**src/rtl/vdma_pkg.sv**
```systemverilog
package vdma_pkg;

  localparam int ADDR_W = 16;
  localparam int TOP_W  = 3;
  localparam int SCAN_W = ADDR_W - TOP_W;

  // Video owns the bus inside the drawing window; in vblank_only mode
  // the horizontal blanking gaps also belong to video.
  function automatic logic want_video(input logic hb, input logic vb,
                                      input logic vb_only);
    return vb_only ? !vb : (!hb && !vb);
  endfunction

  function automatic logic [ADDR_W-1:0] scan_bus_addr(
      input logic [TOP_W-1:0] top, input logic [SCAN_W-1:0] low);
    return {top, low};
  endfunction

  // RAM selected when bit 15 decodes low and either video owns the bus
  // or the CPU is in the second half of its cycle.
  function automatic logic cs_active(input logic a15, input logic vid_own,
                                     input logic phase);
    return !a15 && (vid_own || phase);
  endfunction

endpackage

```
**src/rtl/vdma_window.sv**
```systemverilog
module vdma_window (
  input  logic hblank,
  input  logic vblank,
  input  logic vblank_only,
  output logic want
);
  import vdma_pkg::*;
  always_comb want = want_video(hblank, vblank, vblank_only);
endmodule

```
**src/rtl/vdma_sync.sv**
```systemverilog
module vdma_sync #(
  parameter int STAGES = 2
) (
  input  logic clk,
  input  logic rst_n,
  input  logic d,
  output logic q
);
  logic [STAGES-1:0] chain;

  genvar g;
  generate
    for (g = 0; g < STAGES; g++) begin : g_stage
      if (g == 0) begin : g_first
        always_ff @(posedge clk or negedge rst_n)
          if (!rst_n) chain[0] <= 1'b0;
          else        chain[0] <= d;
      end else begin : g_next
        always_ff @(posedge clk or negedge rst_n)
          if (!rst_n) chain[g] <= 1'b0;
          else        chain[g] <= chain[g-1];
      end
    end
  endgenerate

  assign q = chain[STAGES-1];
endmodule

```
**src/rtl/vdma_owner.sv**
```systemverilog
module vdma_owner (
  input  logic clk,
  input  logic rst_n,
  input  logic cpu_tick,
  input  logic req_sync,
  output logic vid_own
);
  always_ff @(posedge clk or negedge rst_n)
    if (!rst_n)        vid_own <= 1'b0;
    else if (cpu_tick) vid_own <= req_sync;
endmodule

```
**src/rtl/vdma_ramctl.sv**
```systemverilog
module vdma_ramctl #(
  parameter logic [vdma_pkg::TOP_W-1:0] VID_TOP = 3'b001
) (
  input  logic                         vid_own,
  input  logic                         cpu_phase,
  input  logic [vdma_pkg::SCAN_W-1:0]  scan_addr,
  input  logic [vdma_pkg::ADDR_W-1:0]  cpu_addr,
  input  logic                         cpu_rw,
  output logic [vdma_pkg::ADDR_W-1:0]  bus_addr,
  output logic                         bus_rw,
  output logic                         ram_cs_n,
  output logic                         ram_oe_n
);
  import vdma_pkg::*;
  always_comb begin
    bus_addr = vid_own ? scan_bus_addr(VID_TOP, scan_addr) : cpu_addr;
    bus_rw   = vid_own ? 1'b1 : cpu_rw;
    ram_cs_n = !cs_active(bus_addr[ADDR_W-1], vid_own, cpu_phase);
    ram_oe_n = bus_addr[ADDR_W-2];
  end
endmodule

```
**src/rtl/vdma_bus_arbiter.sv**
```systemverilog
module vdma_bus_arbiter #(
  parameter int   SYNC_STAGES = 2,
  parameter logic [2:0] VID_TOP = 3'b001
) (
  input  logic        clk,
  input  logic        rst_n,
  input  logic        hblank,
  input  logic        vblank,
  input  logic        vblank_only,
  input  logic        cpu_tick,
  input  logic        cpu_phase,
  input  logic [12:0] scan_addr,
  input  logic [15:0] cpu_addr,
  input  logic        cpu_rw,
  output logic        dma_n,
  output logic        cpu_rdy,
  output logic        cpu_be,
  output logic        cpu_buf_oe,
  output logic        vid_buf_oe,
  output logic [15:0] bus_addr,
  output logic        bus_rw,
  output logic        ram_cs_n,
  output logic        ram_oe_n
);
  // Named internal events for the checker
  logic want_raw;
  logic want_sync;
  logic vid_own;

  vdma_window u_window (
    .hblank(hblank), .vblank(vblank), .vblank_only(vblank_only),
    .want(want_raw)
  );

  vdma_sync #(.STAGES(SYNC_STAGES)) u_sync (
    .clk(clk), .rst_n(rst_n), .d(want_raw), .q(want_sync)
  );

  vdma_owner u_owner (
    .clk(clk), .rst_n(rst_n), .cpu_tick(cpu_tick),
    .req_sync(want_sync), .vid_own(vid_own)
  );

  vdma_ramctl #(.VID_TOP(VID_TOP)) u_ramctl (
    .vid_own(vid_own), .cpu_phase(cpu_phase), .scan_addr(scan_addr),
    .cpu_addr(cpu_addr), .cpu_rw(cpu_rw), .bus_addr(bus_addr),
    .bus_rw(bus_rw), .ram_cs_n(ram_cs_n), .ram_oe_n(ram_oe_n)
  );

  assign dma_n      = !vid_own;
  assign cpu_rdy    = !vid_own;
  assign cpu_be     = !vid_own;
  assign cpu_buf_oe = !vid_own;
  assign vid_buf_oe = vid_own;
endmodule

```
**config.mk**
```make
export PLATFORM = sky130hd
export DESIGN_NAME = vdma_bus_arbiter
export DESIGN_NICKNAME = d
export VERILOG_FILES = /design/src/rtl/vdma_pkg.sv /design/src/rtl/vdma_window.sv /design/src/rtl/vdma_sync.sv /design/src/rtl/vdma_owner.sv /design/src/rtl/vdma_ramctl.sv /design/src/rtl/vdma_bus_arbiter.sv
export SDC_FILE = /design/constraint.sdc
export NUM_CORES = 1
export LEC_CHECK = 0
export BUFFER_PORTS_ARGS = -buffer_cell sky130_fd_sc_hd__buf_2
export CORE_MARGIN = 10
export CORE_UTILIZATION = 25
export CTS_CLUSTER_DIAMETER = 50
export DETAILED_ROUTE_END_ITERATION = 8
export PLACE_DENSITY_LB_ADDON = 0.2
export SLEW_MARGIN = 20
export SYNTH_ARGS = -nofsm -noshare
export SYNTH_HDL_FRONTEND = slang
export SYNTH_SLANG_ARGS = --single-unit
```
**constraint.sdc**
```tcl
create_clock -name clk -period 1.5 [get_ports clk]
set_input_delay 0.225 -clock clk [delete_from_list [all_inputs] [get_ports clk]]
set_output_delay 0.225 -clock clk [all_outputs]
set_load 0.01 [all_outputs]
```
Word-level counts from Yosys, hierarchy flattened:

Index checks and enable logic that the tools add are counted.

* bitwise gates (word level): 0
* multiplexer cells: 3
* multiply operators: 0
* div/mod/pow operators: 0
* order comparisons: 0
* equality and inequality tests: 0
* shifts and indexed selects: 0
* add/subtract/negate cells: 0
* reduce and logical (&&, ||, !) cells: 8

Operators by type and width (count)
* 16-bit two-way mux: 1
* 1-bit zero test: 5
* 1-bit logical AND: 2
* 1-bit two-way mux: 2
* 1-bit logical OR: 1

* input port bits: 37
* memories kept: 0
* bits in read-only memories: 0
* logic and storage cells: 14
* bits in writable memories: 0
* latch bits: 0
* flip-flop bits (word level): 3

Depth between registers and ports, before layout:

* word-level depth: 4
* depth in mapped cells: 4
* mapped depth without buffers: 2

Hierarchy:

From an unflattened synthesis, not the netlist that was laid out.

* cells, all modules: 32
* area total of the unflattened synthesis: 366.6 µm²

Modules (own cells, without submodules)
* vdma_ramctl: area each 237.7 µm², instances 1, cells an instance 22
* vdma_sync: area each 50.0 µm², instances 1, cells an instance 2
* vdma_owner: area each 40.0 µm², instances 1, cells an instance 2
* vdma_bus_arbiter: area each 26.3 µm², instances 1, cells an instance 4
* vdma_window: area each 12.5 µm², instances 1, cells an instance 2

Worst setup path before layout:

Ideal clock, no wire load.

* path kind: reg2out
* start point: register u_owner.vid_own
* end point: output port bus_addr[14]
* buffers on the path: 3
* data arrival time: 1061 ps
* cell stages (with the launch flop): 5
* slack: 214 ps
* cell sequence: dfrtp_1 buf_6 buf_8 and2b_1 buf_4

* word-level cells in the longest chain between the ends: 1

RTL lines
* start, declared: RTL line vdma_owner.sv:6 `output logic vid_own`
* start signal, assigned: RTL line vdma_owner.sv:10 `else if (cpu_tick) vid_own <= req_sync;`
* 16-bit two-way mux: RTL line vdma_ramctl.sv:16 `bus_addr = vid_own ? scan_bus_addr(VID_TOP, scan_addr) : cpu_addr;`
* end, declared: RTL line vdma_bus_arbiter.sv:20 `output logic [15:0] bus_addr,`

No other way between the ends.

Worst setup path after layout:

* start point: register u_owner.vid_own
* end point: output port bus_addr[6]

The elaborated chain is that of the path after synthesis.

==> results.toml <==
[status]
status = "finished, final reports clean"

[worst_hold_path]
holdPathEnd = "u_sync.chain[0]"
hold_class = "input pin to flop"
hold_path_startpoint = "vblank"
min_path_cells = 2

[detailed_routing]
first_pass_iters = 2
drt-vias-per-instance = 3.94
drc = 0
postRouteAntennaNets = 0
first_iter_violations = 2
finalWirelength_mm = 1.62
routedWlPerCell_um = 14.9
route.vias.total = 429

[sta]
fin_tns_setup_ps = 0
period_needed_ps = 1440
rsz0062_at_grt = "false"
fin_skew_ps = 0.533
maxSlewHeadroom = 0.895
worst_pin_slew_ps = 156
final_min_period_over_clock_period = 0.963
fmax_mhz = 693
slew_viol_final = 0
setup_viol_count_final = 0
hold_viol = 0

[synth]
synth_edf_count = 0
yosys.area_share.simple = 0.0794
syn-num-nets = 70
synth.distinct_cells = 13
synth_ff_type = "dfrtp_1"
synth_area_leaders = "mux2_2 (29%), dfrtp_1 (22%), mux2_4 (17%)"
synth_fa_ha_area_frac = 0
synthArstFlopShare = 1.00
synth_area_leader_cell = "mux2_2"
synthMuxAreaShare = 0.466
synth_most_common_cell = "mux2_2"
synth_top_area_frac = 0.292
yosys_warnings = 0
yosysSeqAreaShare = 0.217
synthCells = 33
synth_compound_area_frac = 0.0433
synth_top_family_by_area = "multiplexers"
synthesis.area_um2 = 347
synth-xor-area-share = 0
synth_seq_cells = 3
synthTopCellsByCount = "mux2_2 (9), buf_4 (4), mux2_4 (4)"
syn_avg_cell_area_um2 = 10.5

[final_layout]
syn2layout_area_growth_pct = 91.7
fin_cells = 109
drive_gt1_frac = 0.830
diodes = 0
final_nets = 132
final_util = 0.511

[power]
p_per_area_nw_per_um2 = 693
leakagePower_nw = 0.399
ir_worst_vdd_uv = 403

[die]
die_h_um = 57.2
row_count = 13
core_um2 = 1300
start_util = 0.266
dieArea_um2 = 3280
io_pins = 61
die_w_um = 57.2

[critical_path]
worstSetupPathType = "flop to primary output"
critPathRequiredTime_ps = 1270
cp_max_fo = 10
timing.rr.start = "u_owner.vid_own"
cp-end-kind = "primary output"
r2r-end = "u_owner.vid_own"
r2r_slack_ps = 600
startpoint_type = "flop"
rr_worst_depth = 3
cp_data_arrival_time_ps = 1220

[grt]
grt_usage = 0.0916
antenna_found_initial = 0
grt_pass1_vias = 484
overflow = 0
grt_pass1_wl_mm = 2.41
grt_max_degree = 11

[clocking]
postCtsSetupBuffers = 0
clock_path_buffers = 2
cts_max_level = 1
insertion_delay_ps = 230
clk_pin_slew_ps = 40
cts_buffers = 3
root_buffer = "clkbuf_4"
cts_sinks = 3
cts_tree = "built"

[placement]
dp_hpwl_mm = 1.46
portBuffers = 60
finalWeightedCongestion = 0.754
dp_cells = 104

[run]
max_cap_violations = 0
## where the power goes
group          switching [mW]  internal (mW)  leakage [nW]
Combinational           0.101          0.130         0.347
Clock                  0.0398         0.0996        0.0150
Sequential            0.00246         0.0873        0.0372
Total                   0.144          0.317         0.399
## per-layer routing
metal  routed length (um)  GRT usage  share of wire  vias to the layer above
met5                    0          0              0                        -
met4                    0     0.0302              0                        0
met3                   75     0.0243          0.046                        0
met2                 1030      0.194           0.63                       14
met1                  518     0.0776           0.32                      186
li1                     -          -              -                      229
## registers in the layout, summed over array words and instances (netlist names)
signal and count:
u_sync.q 1, u_sync.chain 1, u_owner.vid_own 1
## final cells by class
type	instances	area [um^2]
clock buffer	4	26.3
fill	134	637
inverter	3	11.3
multi-input combinational	21	204
sequential	3	75.1
tap	15	18.8
timing repair buffer	63	329
## through the flow
| step | worst slack [ps] | hold WS (ps) | power, mW | instance area [um^2] |
|---|---|---|---|---|
| 2_1_floorplan | 214 | -70.6 | 0.227 | 347 |
| 3_3_place_gp | 292 | 22.8 | 0.321 | 624 |
| 3_5_place_dp | 275 | 22.2 | 0.323 | 624 |
| 4_1_cts | 25.2 | 143 | 0.471 | 661 |
| 5_1_grt | 15.4 | 148 | 0.500 | 664 |
| 6_report | 56.2 | 149 | 0.460 | 664 |
## logic make-up (layout without fill, tap and decap cells)
logic type | Yosys count | after routing
AOI/OAI and AO/OA | 3 | 3
buffers and inverters | 9 | 70
DFF | 3 | 3
muxes | 13 | 13
and+or+nand+nor | 5 | 5
## critical path, cell delays in order (launching register included)
cell and delay, ps:
dfrtp_1 380, buf_4 180, mux2_4 290, buf_2 140
## what timing repair did
item | CTS | global route
endpoints found under the setup margin | 0 | 1
gates resized for setup | 0 | 1
hold buffers | 1 | 0
hold endpoints to repair | 3 | 0
## layout by cell type, fill, tap and decap left out
cell type	count
or2_1	2
dlygate4sd3_1	1
clkbuf_1	1
buf_4	1
clkbuf_4	3
inv_1	3
o21ai_0	1
dfrtp_1	3
buf_2	60
and2b_1	1
mux2_4	4
mux2_2	9
nand2_1	1
a21oi_1	2
buf_6	1
nor2_1	1
## worst max-delay path by stage
stage	start	to	slack, ps
global placement	u_owner.vid_own	bus_addr[9]	290
CTS	u_owner.vid_own	bus_addr[9]	30
finish	u_owner.vid_own	bus_addr[6]	60
floorplan	u_owner.vid_own	bus_addr[14]	210
detailed placement	u_owner.vid_own	bus_addr[9]	270
global route	u_owner.vid_own	bus_addr[8]	20
Power figures use the tool's default switching activity.
